File: config.mk
export PLATFORM = sky130hd
export DESIGN_NAME = pll_div_search
export DESIGN_NICKNAME = d
export VERILOG_FILES = /design/src/rtl/pll_search_pkg.sv /design/src/rtl/seq_divider.sv /design/src/rtl/err_judge.sv /design/src/rtl/pll_div_search.sv
export SDC_FILE = /design/constraint.sdc
export NUM_CORES = 2
export LEC_CHECK = 0
export ABC_CLOCK_PERIOD_IN_PS = 7200
export CAP_MARGIN = 20
export CORE_MARGIN = 4
export CORE_UTILIZATION = 43
export DETAILED_ROUTE_END_ITERATION = 8
export DONT_BUFFER_PORTS = 1
export RECOVER_POWER = 25
export SLEW_MARGIN = 20
export SYNTH_ARGS = -nofsm -noshare
export SYNTH_HDL_FRONTEND = slang
export SYNTH_HIERARCHICAL = 1
export SYNTH_SLANG_ARGS = --single-unit
File: constraint.sdc
create_clock -name clk -period 7.2 [get_ports clk]
set_input_delay 0.72 -clock clk [delete_from_list [all_inputs] [get_ports clk]]
set_output_delay 0.72 -clock clk [all_outputs]
set_load 0.03 [all_outputs]
File: src/rtl/pll_search_pkg.sv
package pll_search_pkg;
    localparam int IDF_LO        = 1;
    localparam int IDF_HI        = 7;
    localparam int NDIV_LO       = 10;
    localparam int NDIV_HI       = 125;
    localparam int ODF_LO        = 1;
    localparam int ODF_HI        = 8;
    localparam int VCO_LO_SCALE  = 16;
    localparam int VCO_HI_SCALE  = 2;
    localparam int BEST_INIT     = 1000000;

    typedef enum logic [2:0] {
        PH_IDLE,
        PH_WIN_LO,
        PH_WIN_HI,
        PH_CAND,
        PH_FREQ,
        PH_STEP,
        PH_FINISH
    } phase_e;

    typedef struct packed {
        logic [2:0] idf;
        logic [6:0] ndiv;
        logic [3:0] odf;
    } triple_t;

    function automatic logic is_nonpositive(input logic [63:0] v, input int width);
        logic neg;
        neg = v[width-1];
        return neg || (v == '0);
    endfunction
endpackage

File: src/rtl/seq_divider.sv
module seq_divider #(
    parameter int PW = 40,
    localparam int CW = $clog2(PW + 1)
) (
    input  logic          clk,
    input  logic          rst,
    input  logic          go,
    input  logic [PW-1:0] dividend,
    input  logic [PW-1:0] divisor,
    output logic          done,
    output logic [PW-1:0] quotient
);
    logic [PW:0]   rem_q;
    logic [PW-1:0] quo_q;
    logic [PW-1:0] dsr_q;
    logic [PW-1:0] orig_q;
    logic [CW-1:0] cnt_q;
    logic          run_q;
    logic [PW:0]   shifted;
    logic [PW+1:0] trial;

    assign shifted  = {rem_q[PW-1:0], quo_q[PW-1]};
    assign trial    = {1'b0, shifted} - {2'b00, dsr_q};
    assign quotient = quo_q;

    always_ff @(posedge clk) begin
        if (rst) begin
            rem_q  <= '0;
            quo_q  <= '0;
            dsr_q  <= '0;
            orig_q <= '0;
            cnt_q  <= '0;
            run_q  <= 1'b0;
            done   <= 1'b0;
        end else begin
            done <= 1'b0;
            if (go) begin
                orig_q <= dividend;
                dsr_q  <= divisor;
                rem_q  <= '0;
                cnt_q  <= CW'(PW);
                if (divisor == '0) begin
                    quo_q <= '0;
                    run_q <= 1'b0;
                    done  <= 1'b1;
                end else begin
                    quo_q <= dividend;
                    run_q <= 1'b1;
                end
            end else if (run_q) begin
                if (!trial[PW+1]) begin
                    rem_q <= trial[PW:0];
                    quo_q <= {quo_q[PW-2:0], 1'b1};
                end else begin
                    rem_q <= shifted;
                    quo_q <= {quo_q[PW-2:0], 1'b0};
                end
                cnt_q <= cnt_q - 1'b1;
                if (cnt_q == CW'(1)) begin
                    run_q <= 1'b0;
                    done  <= 1'b1;
                end
            end
        end
    end

    // every finished quotient is the floor of dividend over divisor
    assert_quotient_floor_R4: assert property (@(posedge clk) disable iff (rst)
        (done && dsr_q != '0) |->
            ((2*PW)'(quo_q) * (2*PW)'(dsr_q) <= (2*PW)'(orig_q)) &&
            ((2*PW)'(orig_q) < ((2*PW)'(quo_q) + 1) * (2*PW)'(dsr_q)));
endmodule

File: src/rtl/err_judge.sv
module err_judge #(
    parameter int PW = 40
) (
    input  logic [PW-1:0] fout,
    input  logic [PW-1:0] target,
    input  logic [PW-1:0] best,
    output logic [PW-1:0] delta,
    output logic          better,
    output logic          exact
);
    always_comb begin
        delta  = (fout >= target) ? (fout - target) : (target - fout);
        better = delta < best;
        exact  = (delta == '0);
    end
endmodule

File: src/rtl/pll_div_search.sv
module pll_div_search
    import pll_search_pkg::*;
#(
    parameter int W = 32,
    localparam int PW = W + 8
) (
    input  logic          clk,
    input  logic          rst,
    input  logic          start,
    input  logic [W-1:0]  clkin_khz,
    input  logic [W-1:0]  target_khz,
    input  logic [W-1:0]  lane_min_kbps,
    input  logic [W-1:0]  lane_max_kbps,
    output logic          busy,
    output logic          done,
    output logic          bad_input,
    output logic          no_solution,
    output logic [2:0]    idf_o,
    output logic [6:0]    ndiv_o,
    output logic [3:0]    odf_o,
    output logic [PW-1:0] fout_khz
);
    phase_e        ph_q;
    logic          issued_q;
    logic [PW-1:0] ck_q, tg_q, vlo_q, vhi_q, best_q;
    logic [2:0]    idf_c;
    logic [3:0]    odf_c;
    logic [6:0]    nlo_q, nhi_q, ncand_q;
    logic          found_q;
    triple_t       res_q;

    logic          div_go, div_done;
    logic [PW-1:0] div_dvd, div_dsr, div_q;
    logic [PW-1:0] idf_w, odf_w, prod_w, delta;
    logic          better, exact, req_bad;

    assign idf_w  = PW'(idf_c);
    assign odf_w  = PW'(odf_c);
    assign prod_w = idf_w * odf_w;
    assign busy   = (ph_q != PH_IDLE);
    assign idf_o  = res_q.idf;
    assign ndiv_o = res_q.ndiv;
    assign odf_o  = res_q.odf;
    assign req_bad = is_nonpositive(64'(clkin_khz), W) || is_nonpositive(64'(target_khz), W);

    always_comb begin
        div_dvd = '0;
        div_dsr = '0;
        unique case (ph_q)
            PH_WIN_LO: begin div_dvd = vlo_q * idf_w; div_dsr = ck_q << 1; end
            PH_WIN_HI: begin div_dvd = vhi_q * idf_w; div_dsr = ck_q << 1; end
            PH_CAND:   begin div_dvd = tg_q * prod_w + (ck_q >> 1); div_dsr = ck_q; end
            PH_FREQ:   begin div_dvd = ck_q * PW'(ncand_q) + (prod_w >> 1); div_dsr = prod_w; end
            default:   begin div_dvd = '0; div_dsr = '0; end
        endcase
        div_go = !issued_q && (ph_q == PH_WIN_LO || ph_q == PH_WIN_HI ||
                               ph_q == PH_CAND   || ph_q == PH_FREQ);
    end

    seq_divider #(.PW(PW)) u_div (
        .clk(clk), .rst(rst), .go(div_go), .dividend(div_dvd),
        .divisor(div_dsr), .done(div_done), .quotient(div_q)
    );

    err_judge #(.PW(PW)) u_judge (
        .fout(div_q), .target(tg_q), .best(best_q),
        .delta(delta), .better(better), .exact(exact)
    );

    always_ff @(posedge clk) begin
        if (rst) begin
            ph_q <= PH_IDLE; issued_q <= 1'b0;
            ck_q <= '0; tg_q <= '0; vlo_q <= '0; vhi_q <= '0; best_q <= '0;
            idf_c <= '0; odf_c <= '0; nlo_q <= '0; nhi_q <= '0; ncand_q <= '0;
            found_q <= 1'b0; res_q <= '0; fout_khz <= '0;
            done <= 1'b0; bad_input <= 1'b0; no_solution <= 1'b0;
        end else begin
            done <= 1'b0;
            if (div_go) issued_q <= 1'b1;
            if (div_done) issued_q <= 1'b0;
            unique case (ph_q)
                PH_IDLE: if (start) begin
                    res_q       <= '0;
                    fout_khz    <= '0;
                    no_solution <= 1'b0;
                    if (req_bad) begin
                        bad_input <= 1'b1;
                        done      <= 1'b1;
                    end else begin
                        bad_input <= 1'b0;
                        ck_q      <= PW'(clkin_khz);
                        tg_q      <= PW'(target_khz);
                        vlo_q     <= PW'(lane_min_kbps) * PW'(VCO_LO_SCALE);
                        vhi_q     <= PW'(lane_max_kbps) * PW'(VCO_HI_SCALE);
                        best_q    <= PW'(BEST_INIT);
                        found_q   <= 1'b0;
                        idf_c     <= 3'(IDF_LO);
                        odf_c     <= 4'(ODF_LO);
                        ph_q      <= PH_WIN_LO;
                    end
                end
                PH_WIN_LO: if (div_done) begin
                    if (div_q + 1'b1 >= PW'(NDIV_HI)) begin
                        ph_q <= PH_FINISH;
                    end else begin
                        nlo_q <= (div_q + 1'b1 < PW'(NDIV_LO)) ? 7'(NDIV_LO) : 7'(div_q + 1'b1);
                        ph_q  <= PH_WIN_HI;
                    end
                end
                PH_WIN_HI: if (div_done) begin
                    nhi_q <= (div_q > PW'(NDIV_HI)) ? 7'(NDIV_HI) : 7'(div_q);
                    odf_c <= 4'(ODF_LO);
                    ph_q  <= PH_CAND;
                end
                PH_CAND: if (div_done) begin
                    if (div_q < PW'(nlo_q) || div_q > PW'(nhi_q)) begin
                        ph_q <= PH_STEP;
                    end else begin
                        ncand_q <= 7'(div_q);
                        ph_q    <= PH_FREQ;
                    end
                end
                PH_FREQ: if (div_done) begin
                    if (better) begin
                        best_q   <= delta;
                        res_q    <= '{idf: idf_c, ndiv: ncand_q, odf: odf_c};
                        fout_khz <= div_q;
                        found_q  <= 1'b1;
                    end
                    ph_q <= exact ? PH_FINISH : PH_STEP;
                end
                PH_STEP: begin
                    if (odf_c == 4'(ODF_HI)) begin
                        if (idf_c == 3'(IDF_HI)) begin
                            ph_q <= PH_FINISH;
                        end else begin
                            idf_c <= idf_c + 1'b1;
                            ph_q  <= PH_WIN_LO;
                        end
                    end else begin
                        odf_c <= odf_c << 1;
                        ph_q  <= PH_CAND;
                    end
                end
                PH_FINISH: begin
                    done        <= 1'b1;
                    no_solution <= !found_q;
                    ph_q        <= PH_IDLE;
                end
                default: ph_q <= PH_IDLE;
            endcase
        end
    end

    assert_done_pulse_R9: assert property (@(posedge clk) disable iff (rst)
        done |=> !done);

    assert_inputs_held_R8: assert property (@(posedge clk) disable iff (rst)
        busy |=> ($stable(tg_q) && $stable(ck_q) && $stable(vlo_q) && $stable(vhi_q)));

    assert_best_never_grows_R5: assert property (@(posedge clk) disable iff (rst)
        busy |=> (best_q <= $past(best_q)));

    assert_result_range_R10: assert property (@(posedge clk) disable iff (rst)
        (done && !no_solution && !bad_input) |->
            (idf_o >= 3'(IDF_LO) && idf_o <= 3'(IDF_HI) &&
             ndiv_o >= 7'(NDIV_LO) && ndiv_o <= 7'(NDIV_HI) &&
             $onehot(odf_o)));

    assert_nosol_zero_R7: assert property (@(posedge clk) disable iff (rst)
        (done && no_solution) |->
            (idf_o == '0 && ndiv_o == '0 && odf_o == '0 && fout_khz == '0));

    assert_refuse_R2: assert property (@(posedge clk) disable iff (rst)
        (start && !busy && req_bad) |=> (done && bad_input && !busy));
endmodule

Word-level counts from Yosys, hierarchy flattened. Index checks and enable logic that the tools add are counted.

Order comparisons: 7. $mul: 5. $add $sub $neg: 8. Bitwise gates (word level): 3. Muxes and demuxes: 63. Reduce and logical (&&, ||, !) cells: 35. Equal/unequal tests: 19.

Operators by type and width (count): $mux W40 (12); $pmux W40 S2 (2); $pmux W40 S4 (1); $pmux W33 S3 (1); $logic_not A40 Y1 (2); $mul A32 B7 Y39 (2); $mul A32 B3 Y35 (2); $logic_not A32 Y1 (2); $mux W14 (3); $sub A41 B40 Y42 (1); $add A39 B31 Y40 (1); $add A39 B6 Y40 (1); $add A40 B1 Y40 const B (1); $ge A40 B32 Y1 (1); $ge A40 B7 Y1 const B (1); $gt A40 B7 Y1 (1); $gt A40 B7 Y1 const B (1); $lt A40 B4 Y1 const B (1); $lt A40 B40 Y1 (1); $lt A40 B7 Y1 (1); $sub A32 B40 Y40 (1); $sub A40 B32 Y40 (1); $mux W3 (11); $pmux W14 S2 (1); other kinds (32) (88).

Word-level logic and storage cells: 167. Register bits after elaboration: 386.

Logic depth before layout (Yosys ltp).
Depth in word-level cells: 6. Depth in mapped cells: 35. Depth with buffers taken out: 29.

Cells and area by module. Netlist, hierarchy kept.

Modules (own cells, without submodules): pll_div_search (area an instance 33489.6 sq um, cells each 4269, instances 1, sequential area each 5165.0 sq um); seq_divider (area an instance 7780.0 sq um, cells each 965, instances 1, sequential area each 2562.5 sq um); err_judge (area an instance 6114.6 sq um, cells each 915, instances 1, sequential area each 0.0 sq um).

Worst setup path before layout. Ideal clock, no wire load.

Path kind: reg-to-reg. Start point: reg idf_c[0]. End point: reg u_div.quo_q[34], in the netlist u_div/quotient[34]. Path slack: -0.296 ns. Arrival: 7.362 ns. Cell stages (with the launch flop): 29. Data required time: 7.066 ns. Buffers on the path: 3. Library setup time: 0.134 ns. Cells stage by stage: dfxtp_1 clkbuf_1 clkbuf_1 nand2_1 fa_1 inv_1 fa_1 a21o_1 a21o_1 clkbuf_1 and2_1 fa_1 inv_1 fa_1 fa_1 fa_1 inv_1 ha_1 a21o_1 a21o_1 a2111oi_0 nor3_1 o41a_1 a21boi_1 xor2_1 o221ai_1 a211o_1 a21oi_1 a211oi_1.

Word-level cells in the longest chain between the ends: 6. Elaborated cells on any way between the ends: 11. Classes of those cells: 2 x add/sub; 4 x mul; 4 x mux; 1 x reduce/logical.

RTL lines: from (decl) (line pll_div_search.sv:26) `logic [2:0] idf_c;`; from (signal assigned) (line pll_div_search.sv:97) `idf_c <= 3'(IDF_LO);`; from (signal assigned) (line pll_div_search.sv:137) `idf_c <= idf_c + 1'b1;`; $mul A3 B4 Y7 (line pll_div_search.sv:39) `assign prod_w = idf_w * odf_w;`; $mul A32 B7 Y39 (line pll_div_search.sv:52) `PH_CAND: begin div_dvd = tg_q * prod_w + (ck_q >> 1); div_dsr = ck_q; end`; $add A39 B31 Y40 (line pll_div_search.sv:52); $pmux W40 S4 * (line pll_div_search.sv:49) `unique case (ph_q)`; via div_dvd[34] (line pll_div_search.sv:33) `logic [PW-1:0] div_dvd, div_dsr, div_q;`; $mux W40 * (line seq_divider.sv:42) `if (divisor == '0) begin`; $mux W40 * (line seq_divider.sv:37) `if (go) begin`; to (signal assigned) (line seq_divider.sv:47) `quo_q <= dividend;`; to (signal assigned) (line seq_divider.sv:53) `quo_q <= {quo_q[PW-2:0], 1'b1};`; to (signal assigned) (line seq_divider.sv:56) `quo_q <= {quo_q[PW-2:0], 1'b0};`; to (decl) (line seq_divider.sv:14) `logic [PW-1:0] quo_q;`.

Mark *: on every way through the listed nets, which the timed path passes. The rest lies on a longest branch. A chain may end at the register's enable or synchronous reset.

Worst setup path after layout.
Start point: reg idf_c[1]. End point: reg u_div.quo_q[34], in the netlist u_div/quotient[34].

Same word-level chain as after synthesis.

==> reports/qor.yml <==
hold_path:
  hp-start: "rst"
  hold_end: "ck_q[16]"
  worstHoldPathType: "primary input to register"
  whs_path_depth: 1
clock_tree:
  root_buffer: "clkbuf_16"
  cts_sinks: 386
  insertion_delay_ps: 650
  htree_levels: 2
  clk_pin_slew_ps: 60
  cts_buffers: 48
  cts_max_path_buffers: 3
  tritoncts: "yes"
drt:
  firstDrtPassIters: 6
  routed-via-count: 44300
  drc: 0
  postRouteAntennaNets: 0
  viasPerCell: 5.77
  totalWireLength_mm: 171
  initialDrtViolationCount: 3853
  routedWlPerCell_um: 22.2
power:
  swShare_pct: 45.8
  total_power_w: 0.0118
  p_sw_w: 0.00542
  power.density_mw_per_mm2: 225
  p_int_w: 0.00642
  clockPowerShare_pct: 23.4
  power_frac_comb_pct: 55.4
  p_seq_share_pct: 21.3
  leakage_nw: 23.1
  max-vdd-ir-drop_v: 0.000366
place:
  numPortBuffers: 0
  pre_cts_slack_ps: -275
  gp_congestion: 1.01
  hpwl_mm: 134
logic_synthesis:
  synth_area_leaders: "fa_1 17%, dfxtp_1 16%, ha_1 11%"
  ys_seq_elements: 386
  synth_top_area_share_pct: 17.0
  synthArstFlopShare_pct: 0
  yosysUniqueCellTypes: 112
  yosysWarnings: 6
  synth_area_per_cell_sq_um: 7.71
  synth_edf_count: 0
  syn_area_sq_mm: 0.0474
  synth_top_area_cell: "fa_1"
  synthCells: 6149
  ys_seq_area_share_pct: 16.3
  synth_flop_cell: "dfxtp_1"
die:
  fp.coreArea_sq_mm: 0.109
  initial_core_util_pct: 43.4
  fp-row-count: 121
  fp.dieArea_sq_mm: 0.116
  chipHeight_um: 340
  die_x_um: 340
  pin_count: 189
finish:
  final_nets: 7104
  register_area_sq_mm: 0.00774
  diodes: 0
  fillers: 10900
  drive_gt1_share_pct: 9.16
  final_common_cell: "nand2_1"
  area_growth_pct: 11.2
  fin_util_pct: 48.3
  multiInputGateArea_sq_mm: 0.0362
  final_cell_mix: "877 x nand2_1, 703 x inv_1, 554 x a21oi_1, 396 x fa_1, 391 x ha_1"
timing:
  setup_viol: 1
  drv_slew: 250
  tns_ps: -16.2
  period_share_pct: 100
  rsz0062_at_grt: "true"
  fmax_ghz: 0.139
  skew_ps: 35.5
  layout_setup_ws_ps: -16.2
  hold_viol: 0
  min_period_ps: 7220
  tightest_slew_ps: 2890
  maxSlewHeadroom_pct: -92.6
  worst_hold_slack_ps: 145
job:
  max-cap-violations: 4
global_route:
  overflow: 0
  grt_pass1_vias: 43700
  grt_start_max_net_pins: 348
  antenna_found_initial: 6
  grt_pass1_wl_mm: 262
  track_usage_pct: 28.8
run_status:
  violations: "max-capacitance violations, max-slew violations, negative setup slack"
  outcome: "finished, violations left"
critical_path:
  r2r_setup_slack_ps: -20
  start_kind: "register"
  path_class: "register to register"
  worstPathMaxFanout: 8
  reg2reg_from: "idf_c[1]"
  rr_worst_depth: 27
  critPathRequiredTime_ps: 7660
  worstReg2RegEnd: "u_div/quotient[34]"
  cp.arrival_ps: 7680
  cp-end-kind: "register"
## synthesized netlist by cell type (47+ instances only)
master,number
nor2_1,303
a22oi_1,55
and2_1,324
xor2_1,81
xnor2_1,119
fa_1,403
and3_1,55
a21oi_1,566
nand3_1,122
a31oi_1,47
nand2_1,880
a211oi_1,93
clkbuf_1,308
ha_1,406
o21ai_0,219
o21a_1,61
inv_1,713
nor3_1,83
mux2i_1,109
a21o_1,126
dfxtp_1,386
nand4_1,71
## layer usage
layer	global-route usage (%)	wire, um	vias to the layer above
met4	14.1	9950	2
met3	4.40	12600	369
met2	45.5	74800	1628
met1	38.6	73400	21600
met5	0	7	-
li1	-	-	20700
## worst max-delay path, cell delays in order (launching register included)
cell and delay, ps:
dfxtp_2 340, and2_1 170, fa_1 450, ha_2 200
fa_2 340, a21o_1 200, a21o_4 230, buf_12 160
and2_4 160, fa_1 490, inv_1 60, fa_1 480
fa_1 520, fa_1 560, inv_2 50, ha_4 230
a21o_1 170, a21o_1 220, a2111oi_4 340, buf_4 170
nor3_1 40, o41a_1 500, a21boi_2 210, xor2_1 160
o221ai_1 130, a211o_1 290, a21oi_2 120, a211oi_1 60
## metrics by stage
step | instances | instance area [sq um]
global placement | 7574 | 50200
detailed placement | 7575 | 50200
CTS | 7670 | 52300
global route | 7677 | 52700
floorplan | 6177 | 47500
finish | 7677 | 52700
## worst max path at each step
stage / from / to / slack [ps] / cells after the start
floorplan: idf_c[2] / u_div/quotient[34] / 10 / 28
CTS: idf_c[2] / u_div/quotient[34] / 8 / 28
global placement: idf_c[1] / u_div/quotient[34] / -260 / 27
detailed placement: odf_c[1] / u_div/quotient[34] / -280 / 27
finish: idf_c[1] / u_div/quotient[34] / -20 / 27
global route: idf_c[1] / u_div/quotient[34] / -140 / 27
## registers in the layout (all words and copies together), names as in the netlist, 7 cells and up
register / count
best_q: 40
ck_q: 32
fout_khz: 40
ncand_q: 7
ndiv_o: 7
nhi_q: 7
nlo_q: 7
tg_q: 32
u_div/dsr_q: 40
u_div/quotient: 40
u_div/rem_q: 40
vhi_q: 32
vlo_q: 32
## power by group through the flow
stage,Clock (W),Sequential [W],Combinational (W)
floorplan,0,0.00250,0.00473
global placement,0,0.00256,0.00637
detailed placement,0,0.00256,0.00640
CTS,0.00284,0.00251,0.00644
global route,0.00290,0.00253,0.00714
finish,0.00276,0.00252,0.00656
## cells by family after synthesis
family	share of synthesized area, %
xor+xnor	3.73
flops	16.3
fa+ha+maj	27.7
buf+inv	8.92
other cells	0.00791
mux	2.42
simple gates	20.9
compound gates	20.0
## repair_timing
| action | 4_1_cts | 5_1_grt |
|---|---|---|
| pin swaps | 41 | 81 |
| buffers inserted | 7 | 5 |
| endpoints found under the setup margin | 18 | 117 |
| gates resized for setup | 40 | 88 |
| hold buffers | 0 | 0 |
| gates cloned | 1 | 2 |
## final cells by class
| type | instances | share of cell area, % |
|---|---|---|
| clock buffers | 58 | 2.46 |
| clock inverters | 29 | 0.864 |
| inverters | 716 | 5.10 |
| multi-input cells | 4710 | 68.7 |
| flip-flops and latches | 386 | 14.7 |
| well taps | 1476 | 3.50 |
| repair buffers | 302 | 4.67 |
Power figures use the tool's default switching activity.
